### src/rtl/tref_pkg.sv
package tref_pkg;

    localparam int REG_W = 16;

    typedef enum logic [1:0] {
        ADDR_DIV  = 2'd0,
        ADDR_TREF = 2'd1,
        ADDR_FRUN = 2'd2,
        ADDR_STAT = 2'd3
    } reg_addr_e;

    typedef enum logic {
        WD_WATCH = 1'b0,
        WD_LOST  = 1'b1
    } wd_state_e;

    typedef enum logic [1:0] {
        FR_FORCE_ON      = 2'b00,
        FR_FOLLOW        = 2'b01,
        FR_FORCE_OFF     = 2'b10,
        FR_FORCE_OFF_ALT = 2'b11
    } fr_mode_e;

endpackage

### src/rtl/tref_ref_divider.sv
module tref_ref_divider #(
    parameter int DIV_W     = 14,
    parameter int DIV_RESET = 'h2000
) (
    input  logic             clk,
    input  logic             rst_n,
    input  logic [DIV_W-1:0] div_val,
    output logic             tick_o
);
    localparam int CNT_W = DIV_W + 1;

    logic [CNT_W-1:0] cnt_q;
    logic [CNT_W-1:0] term_q;
    logic             at_term;

    assign at_term = (cnt_q == term_q);

    always_ff @(posedge clk or negedge rst_n) begin
        if (!rst_n) begin
            cnt_q  <= '0;
            term_q <= CNT_W'(DIV_RESET) + CNT_W'(1);
        end else if (at_term) begin
            cnt_q  <= '0;
            term_q <= CNT_W'(div_val) + CNT_W'(1);
        end else begin
            cnt_q  <= cnt_q + CNT_W'(1);
        end
    end

    always_comb begin
        tick_o = at_term;
    end

    // terminal value is at least 1, so a tick never repeats next cycle
    a_r2_tick_single: assert property (@(posedge clk) disable iff (!rst_n)
        tick_o |=> !tick_o);

    // count never runs past the active terminal value
    a_r2_count_in_range: assert property (@(posedge clk) disable iff (!rst_n)
        cnt_q <= term_q);

endmodule

### src/rtl/tref_loss_watchdog.sv
module tref_loss_watchdog
    import tref_pkg::*;
#(
    parameter int UNIT_W = 16,
    parameter int TO_W   = 10
) (
    input  logic            clk,
    input  logic            rst_n,
    input  logic [TO_W-1:0] timeout,
    input  logic            src_sel,
    input  logic            ev_cell,
    input  logic            ev_mark,
    input  logic            clr,
    output logic            loss_o
);
    wd_state_e         state_q, state_d;
    logic [UNIT_W-1:0] presc_q, presc_d;
    logic [TO_W-1:0]   units_q, units_d;
    logic [TO_W-1:0]   limit;
    logic              qual_ev;
    logic              unit_end;
    logic              last_unit;

    assign qual_ev   = src_sel ? ev_mark : ev_cell;
    assign limit     = (timeout == '0) ? TO_W'(1) : timeout;
    assign unit_end  = &presc_q;
    assign last_unit = (units_q >= limit - TO_W'(1));

    always_comb begin
        state_d = state_q;
        presc_d = presc_q;
        units_d = units_q;
        unique case (state_q)
            WD_WATCH: begin
                if (qual_ev) begin
                    presc_d = '0;
                    units_d = '0;
                end else if (unit_end) begin
                    presc_d = '0;
                    if (last_unit) begin
                        state_d = WD_LOST;
                        units_d = '0;
                    end else begin
                        units_d = units_q + TO_W'(1);
                    end
                end else begin
                    presc_d = presc_q + UNIT_W'(1);
                end
            end
            WD_LOST: begin
                presc_d = '0;
                units_d = '0;
                if (clr) begin
                    state_d = WD_WATCH;
                end
            end
        endcase
    end

    always_ff @(posedge clk or negedge rst_n) begin
        if (!rst_n) begin
            state_q <= WD_WATCH;
            presc_q <= '0;
            units_q <= '0;
        end else begin
            state_q <= state_d;
            presc_q <= presc_d;
            units_q <= units_d;
        end
    end

    always_comb begin
        loss_o = (state_q == WD_LOST);
    end

    // a qualifying event while watching leaves both counts at zero
    a_r6_event_restarts: assert property (@(posedge clk) disable iff (!rst_n)
        (state_q == WD_WATCH && qual_ev) |=>
            (presc_q == '0 && units_q == '0 && !loss_o));

    // the flag stays set until a clear write
    a_r8_loss_sticky: assert property (@(posedge clk) disable iff (!rst_n)
        (loss_o && !clr) |=> loss_o);

    // a clear write rearms the watchdog from zero
    a_r8_clear_rearms: assert property (@(posedge clk) disable iff (!rst_n)
        (loss_o && clr) |=> (!loss_o && presc_q == '0 && units_q == '0));

endmodule

### src/rtl/tref_freerun_gen.sv
module tref_freerun_gen
    import tref_pkg::*;
(
    input  logic [1:0] mode,
    input  logic       ref_fail,
    output logic       freerun_o
);
    fr_mode_e mode_e;

    assign mode_e = fr_mode_e'(mode);

    always_comb begin
        unique case (mode_e)
            FR_FORCE_ON:      freerun_o = 1'b1;
            FR_FOLLOW:        freerun_o = ref_fail;
            FR_FORCE_OFF,
            FR_FORCE_OFF_ALT: freerun_o = 1'b0;
        endcase
    end

endmodule

### src/rtl/tref_loss_monitor.sv
module tref_loss_monitor
    import tref_pkg::*;
#(
    parameter int UNIT_W    = 16,
    parameter int DIV_W     = 14,
    parameter int TO_W      = 10,
    parameter int DIV_RESET = 'h2000
) (
    input  logic        clk,
    input  logic        rst_n,
    input  logic        reg_wr_i,
    input  logic [1:0]  reg_addr_i,
    input  logic [15:0] reg_wdata_i,
    output logic [15:0] reg_rdata_o,
    input  logic        ev_cell_i,
    input  logic        ev_mark_i,
    input  logic        ref_fail_i,
    output logic        tick8k_o,
    output logic        loss_o,
    output logic        freerun_o
);
    localparam int SRC_BIT = TO_W;

    reg_addr_e        addr_e;
    logic [DIV_W-1:0] div_q;
    logic [TO_W-1:0]  tmo_q;
    logic             src_q;
    logic [1:0]       frm_q;
    logic             clr_w;
    logic             loss_w;

    assign addr_e = reg_addr_e'(reg_addr_i);
    assign clr_w  = reg_wr_i && (addr_e == ADDR_STAT) && reg_wdata_i[0];

    always_ff @(posedge clk or negedge rst_n) begin
        if (!rst_n) begin
            div_q <= DIV_W'(DIV_RESET);
            tmo_q <= TO_W'(1);
            src_q <= 1'b0;
            frm_q <= FR_FORCE_OFF;
        end else if (reg_wr_i) begin
            unique case (addr_e)
                ADDR_DIV:  div_q <= reg_wdata_i[DIV_W-1:0];
                ADDR_TREF: begin
                    tmo_q <= reg_wdata_i[TO_W-1:0];
                    src_q <= reg_wdata_i[SRC_BIT];
                end
                ADDR_FRUN: frm_q <= reg_wdata_i[1:0];
                ADDR_STAT: ;
            endcase
        end
    end

    always_comb begin
        reg_rdata_o = '0;
        unique case (addr_e)
            ADDR_DIV:  reg_rdata_o[DIV_W-1:0] = div_q;
            ADDR_TREF: begin
                reg_rdata_o[TO_W-1:0] = tmo_q;
                reg_rdata_o[SRC_BIT]  = src_q;
            end
            ADDR_FRUN: reg_rdata_o[1:0] = frm_q;
            ADDR_STAT: reg_rdata_o[0]   = loss_w;
        endcase
    end

    tref_ref_divider #(
        .DIV_W    (DIV_W),
        .DIV_RESET(DIV_RESET)
    ) u_div (
        .clk    (clk),
        .rst_n  (rst_n),
        .div_val(div_q),
        .tick_o (tick8k_o)
    );

    tref_loss_watchdog #(
        .UNIT_W(UNIT_W),
        .TO_W  (TO_W)
    ) u_wd (
        .clk    (clk),
        .rst_n  (rst_n),
        .timeout(tmo_q),
        .src_sel(src_q),
        .ev_cell(ev_cell_i),
        .ev_mark(ev_mark_i),
        .clr    (clr_w),
        .loss_o (loss_w)
    );

    tref_freerun_gen u_fr (
        .mode     (frm_q),
        .ref_fail (ref_fail_i),
        .freerun_o(freerun_o)
    );

    assign loss_o = loss_w;

    // writing zero to the status word never clears a set flag
    a_r8_zero_write_keeps: assert property (@(posedge clk) disable iff (!rst_n)
        (loss_o && reg_wr_i && addr_e == ADDR_STAT && !reg_wdata_i[0]) |=> loss_o);

endmodule

### config.mk
export PLATFORM = sky130hd
export DESIGN_NAME = tref_loss_monitor
export DESIGN_NICKNAME = d
export VERILOG_FILES = /design/src/rtl/tref_pkg.sv /design/src/rtl/tref_ref_divider.sv /design/src/rtl/tref_loss_watchdog.sv /design/src/rtl/tref_freerun_gen.sv /design/src/rtl/tref_loss_monitor.sv
export SDC_FILE = /design/constraint.sdc
export NUM_CORES = 1
export LEC_CHECK = 0
export BUFFER_PORTS_ARGS = -buffer_cell sky130_fd_sc_hd__buf_2
export CAP_MARGIN = 10
export CORE_ASPECT_RATIO = 0.75
export CORE_MARGIN = 4
export CORE_UTILIZATION = 40
export CTS_BUF_LIST = sky130_fd_sc_hd__clkbuf_16
export DETAILED_ROUTE_END_ITERATION = 6
export PLACE_DENSITY = 0.56
export SYNTH_ARGS = -nofsm -noshare
export SYNTH_HDL_FRONTEND = slang
export SYNTH_SLANG_ARGS = --single-unit
### constraint.sdc
create_clock -name clk -period 8.28 [get_ports clk]
set_input_delay 0 -clock clk [delete_from_list [all_inputs] [get_ports clk]]
set_output_delay 0 -clock clk [all_outputs]
set_load 0.01 [all_outputs]
-- After elaboration in Yosys (flattened, before gate mapping)
Index checks and enable logic that the tools add are counted.
- add/subtract/negate cells: 5
- $lt $le $gt $ge: 1
- equal/unequal tests: 8
- mux-type cells: 20
- bitwise gates (word level): 1
- reduce and logical (&&, ||, !) cells: 10
- operator list (cell ; count):
    2-to-1 mux 10 bit ; 4
    2-to-1 mux 16 bit ; 2
    one-hot mux 16 bit (2 select lines) ; 1
    one-hot mux 10 bit (2 select lines) ; 1
    one-hot mux 9 bit (2 select lines) ; 1
    adder 16 x 1 -> 16 bit (second input constant) ; 1
    AND reduction 16 bit ; 1
    adder 14 x 1 -> 15 bit (second input constant) ; 1
    adder 15 x 1 -> 15 bit (second input constant) ; 1
    equality test 15 bit ; 1
    2-to-1 mux 15 bit ; 1
    adder 10 x 1 -> 10 bit (second input constant) ; 1
    >= comparator 10 bit ; 1
    zero test 10 bit ; 1
    subtractor 10 x 1 -> 10 bit (second input constant) ; 1
    equality test 2 bit (second input constant) ; 4
    one-hot mux 1 bit (3 select lines) ; 2
    AND reduction 2 bit ; 3
    2-to-1 mux 1 bit ; 5
    equality test 2 x 1 -> 1 bit (second input constant) ; 2
    zero test 2 bit ; 2
    one-hot mux 1 bit (4 select lines) ; 1
    2-to-1 mux 3 bit ; 1
    != test 3 x 1 -> 1 bit (second input constant) ; 1
    other kinds (4) ; 5
- register bits after elaboration: 84
- input bits: 24
- output and inout port bits: 19
- logic and storage cells: 54

-- Longest topological paths before layout
- word-level depth: 8
- mapped depth: 15
- mapped depth without buffers: 14

-- Modules after synthesis
From an unflattened synthesis, not the netlist that was laid out.
- cell total of the unflattened synthesis: 460
- area total of the unflattened synthesis: 4690.7 µm²
- by module, submodules not included (module ; times used ; cells an instance ; area each (µm²) ; sequential area each (µm²)):
    tref_loss_watchdog ; 1 ; 198 ; 1821.7 ; 675.6
    tref_ref_divider ; 1 ; 167 ; 1572.8 ; 753.2
    tref_loss_monitor ; 1 ; 93 ; 1283.7 ; 679.4
    tref_freerun_gen ; 1 ; 2 ; 12.5 ; 0.0

-- Least setup slack after synthesis
Ideal clock, no wire load.
- kind: flip-flop to flip-flop
- start point: register tmo_q[4]
- end point: register u_wd.units_q[9]
- library setup time: 0.083 ns
- arrival: 3.380 ns
- required time: 8.197 ns
- setup slack: 4.818 ns
- stages on the path, launching flop included: 16
- path buffers: 1
- clock period less this slack: 3.462 ns
- cell sequence: dfrtp_1 > or4_4 > or3_4 > nor3_4 > a21oi_1 > ha_1 > inv_1 > or3_1 > xor2_1 > ha_1 > nand2_1 > o21ai_0 > a221oi_1 > clkbuf_1 > nand2_1 > o21ai_0
- longest elaborated chain between the ends: 8
- RTL lines (element ; RTL line ; text):
    start, declared ; tref_loss_monitor.sv:26 ; logic [TO_W-1:0] tmo_q;
    start signal, assigned ; tref_loss_monitor.sv:45 ; tmo_q <= reg_wdata_i[TO_W-1:0];
    zero test 10 bit ; tref_loss_watchdog.sv:25 ; assign limit = (timeout == '0) ? TO_W'(1) : timeout;
    2-to-1 mux 10 bit (*) ; tref_loss_watchdog.sv:25 ;
    subtractor 10 x 1 -> 10 bit (*) ; tref_loss_watchdog.sv:27 ; assign last_unit = (units_q >= limit - TO_W'(1));
    >= comparator 10 bit (*) ; tref_loss_watchdog.sv:27 ;
    2-to-1 mux 10 bit (*) ; tref_loss_watchdog.sv:40 ; if (last_unit) begin
    2-to-1 mux 10 bit (*) ; tref_loss_watchdog.sv:38 ; end else if (unit_end) begin
    2-to-1 mux 10 bit (*) ; tref_loss_watchdog.sv:35 ; if (qual_ev) begin
    one-hot mux 10 bit (2 select lines) (*) ; tref_loss_watchdog.sv:33 ; unique case (state_q)
    end signal, assigned ; tref_loss_watchdog.sv:68 ; units_q <= units_d;
    end, declared ; tref_loss_watchdog.sv:18 ; logic [TO_W-1:0] units_q, units_d;
Every way passes the cells marked *; elsewhere a longest branch is shown, timed or not. The select of a mux whose other input is x is not followed.
A chain may end at the register's enable or synchronous reset.

-- Final worst setup path
- start point: register tmo_q[4]
- end point: register u_wd.units_q[3]
The elaborated chain is that of the path after synthesis.

==> flow_summary.toml <==
[pwr]
vdd_ir_drop_max_uv = 130.3
power_density_mw_per_mm2 = 218.0
p_leak_nw = 2.409

[route]
postRouteAntennaNets = 0
met2_length_um = 4114
wl_met3_um = 414
drc = 0
routed_wl_um = 10120
vias_per_cell = 5.242
firstDrtPassIters = 4
topRoutingLayerUsed = "met4"
wl_met1_um = 5466
num_vias = 3397
drt_iter0_markers = 163
wl_per_cell_um = 15.62

[clocking]
cts_max_path_buffers = 2
clock_latency_ns = 0.34
clock_tree.root_cell = "clkbuf_16"
cts_tree = "yes"
clock-sinks = 84
post_cts_buffers = 0
clkSlewWorstSetupHoldPaths_ns = 0.06
h-tree-depth = 3
cts_buffers = 9
cts_resized = 0
ctsHoldBuffers = 15

[placed_design]
portBuffers = 38
gp_congestion = 0.7654
postPlaceCellArea_sq_mm = 0.004893
hpwlAfterDp_um = 7346

[yosys]
syn-mean-instance-area_sq_um = 10.09
synth_cells = 454
synth-edff-count = 0
ys_seq_area_frac = 0.4603
synth_fa_ha_area_frac = 0.04097
synth_xor_area_frac = 0.1128
synthSimpleGateAreaFrac = 0.1961
netlist_area_sq_mm = 0.004581
yosysWarnings = 0
synth_mux_area_frac = 0.09506
ys_ff_latch = 84
ys.flop_type = "dfrtp_1"
synth_compound_area_frac = 0.06965
synth_top_family_by_area = "simple AND/OR/NAND/NOR gates"
synthArstFlopShare = 1.000
synthDistinctLibCells = 47

[global_route]
antenna_found_initial = 0
grt_max_degree = 51
grt_pass1_vias = 3392
track_usage = 0.1631
grt_pass1_wl_um = 17240
overflow = 0

[critical_path]
worst-setup-path-type = "register to register"
cp-start-kind = "register"
slowest_stage = "or4_4"
max_stage_delay_ns = 0.57
arrival_ns = 4.16
critPathMostFrequentCell = "ha_1"
r2r-start = "tmo_q[4]"
cp_cell_sequence = "or4_4 -> or3_4 -> nor3_4 -> a21oi_1 -> ha_1 -> inv_1 -> or3_1 -> xor2_1 -> ha_1 -> nand2_1 -> o21ai_0 -> a221oi_1 -> buf_4 -> nand3_1 -> o31ai_1"
cp-end-kind = "register"
cp_max_fo = 13
startpoint = "tmo_q[4]"
critPathRequiredTime_ns = 8.52

[sta]
fin_crit_ns = 3.921
setup_tns_ns = 0
tightest_slew_ns = 1.188
fin_crit_sh = 0.4736
rsz0062_at_grt = "false"
hold_violations = 0
max_freq_mhz = 255.0
finalSetupViolations = 0
slew_viol_final = 0
finClkSkew_ns = 0.006867
whs_ns = 0.04819
maxSlewHeadroom = 0.2044

[outcome]
status = "completed"

[finish]
layout_commonest_cell = "dfrtp_1"
diodes = 0
drive_gt1_frac = 0.1831
layout_common_cells = "dfrtp_1 (79), nor2_1 (48), xor2_1 (42)"
fin_area_sq_mm = 0.005301
area_growth_pct = 15.73
final_util = 0.4791
final_nets = 543

[flow_run]
drv_cap = 0

[floorplan]
dieWidth_um = 131.6
die_h_um = 100.7
initial_core_util = 0.4140
dieArea_sq_mm = 0.01325
core_sq_mm = 0.01107
ioPinCount = 43
rows = 33

[hold_path]
min-delay-start = "reg_wr_i"
hold_class = "input port to register"
==> stage by stage <==
stage	total power [mW]	setup slack [ns]	instances
after floorplan	0.7205	4.818	455
after global placement	0.7954	4.540	618
after detailed placement	0.8017	4.388	618
after CTS	1.172	4.370	648
after global routing	1.234	4.103	648
final	1.156	4.359	648
==> sequential cells by signal, indices dropped and copies added (netlist names) <==
register,flops
frm_q,2
src_q,1
tmo_q,10
u_div.cnt_q,15
u_wd.loss_o,1
u_wd.presc_q,16
u_wd.units_q,10
div_q,14
u_div.term_q,15
==> critical path, delay by kind of cell (launching register included) <==
kind,cells,cell delay (ns)
simple gates,6,1.56
flops,1,0.43
fa+ha+maj,2,0.49
xor+xnor,1,0.15
compound gates,4,0.83
buf+inv,2,0.36
==> report_power, final <==
group          switching (mW)  internal [mW]  leakage [nW]
Combinational           0.117          0.116          1.21
Clock                   0.159          0.198         0.122
Sequential             0.0844          0.481          1.08
==> path summary, 6_finish.rpt <==
path	endpoint	slack [ns]	cells after the start
max	u_wd.units_q[3]	4.36	15
min	u_wd.loss_o	0.05	4
max reg2reg	u_wd.units_q[3]	4.36	15
min reg2reg	u_div.term_q[7]	0.50	2
max in group asynchronous	tmo_q[1]	7.13	3
min in group asynchronous	u_wd.presc_q[4]	0.15	2
==> cell families after synthesis <==
group,count (synthesis)
buffers and inverters,26
flip-flops,84
adder cells (fa/ha/maj),15
XOR/XNOR,59
other,1
multiplexers,39
AO/OA/AOI/OAI,53
AND/OR/NAND/NOR,177
==> synthesized netlist by cell type (all sizes together), types with 2 or more instances <==
master / number / area, sq um
dfrtp: 79 / 1977
nor2: 48 / 180.2
xor2: 42 / 367.9
nand2: 41 / 153.9
mux2: 26 / 292.8
nand3: 25 / 125.1
o21ai: 24 / 120.1
xnor2: 17 / 148.9
ha: 15 / 187.7
and3: 13 / 81.33
nand4: 13 / 81.33
mux2i: 12 / 120.1
clkbuf: 10 / 37.54
a21oi: 9 / 45.04
and2: 8 / 50.05
buf: 8 / 43.78
inv: 8 / 30.03
or3: 7 / 50.05
nor4: 6 / 52.55
a22oi: 5 / 37.54
dfstp: 5 / 131.4
o31ai: 5 / 37.54
nor3: 4 / 31.28
a31oi: 3 / 18.77
and4: 3 / 26.28
nand3b: 3 / 22.52
or2: 2 / 12.52
or4: 2 / 18.77
==> routing by layer <==
metal	global-route usage	vias up
met2	0.2341	55
met5	0	-
met1	0.2409	1648
met3	0.04391	9
met4	0.04843	0
li1	-	1685
==> area by class of cell <==
class	instances	area (sq um)
Clock buffer	9	225.2
Clock inverter	6	32.53
Fill cell	1064	5764
Inverter	8	30.03
Multi-Input combinational cell	345	2365
Sequential cell	84	2108
Tap cell	140	175.2
Timing Repair Buffer	56	365.4
Power figures use the tool's default switching activity.
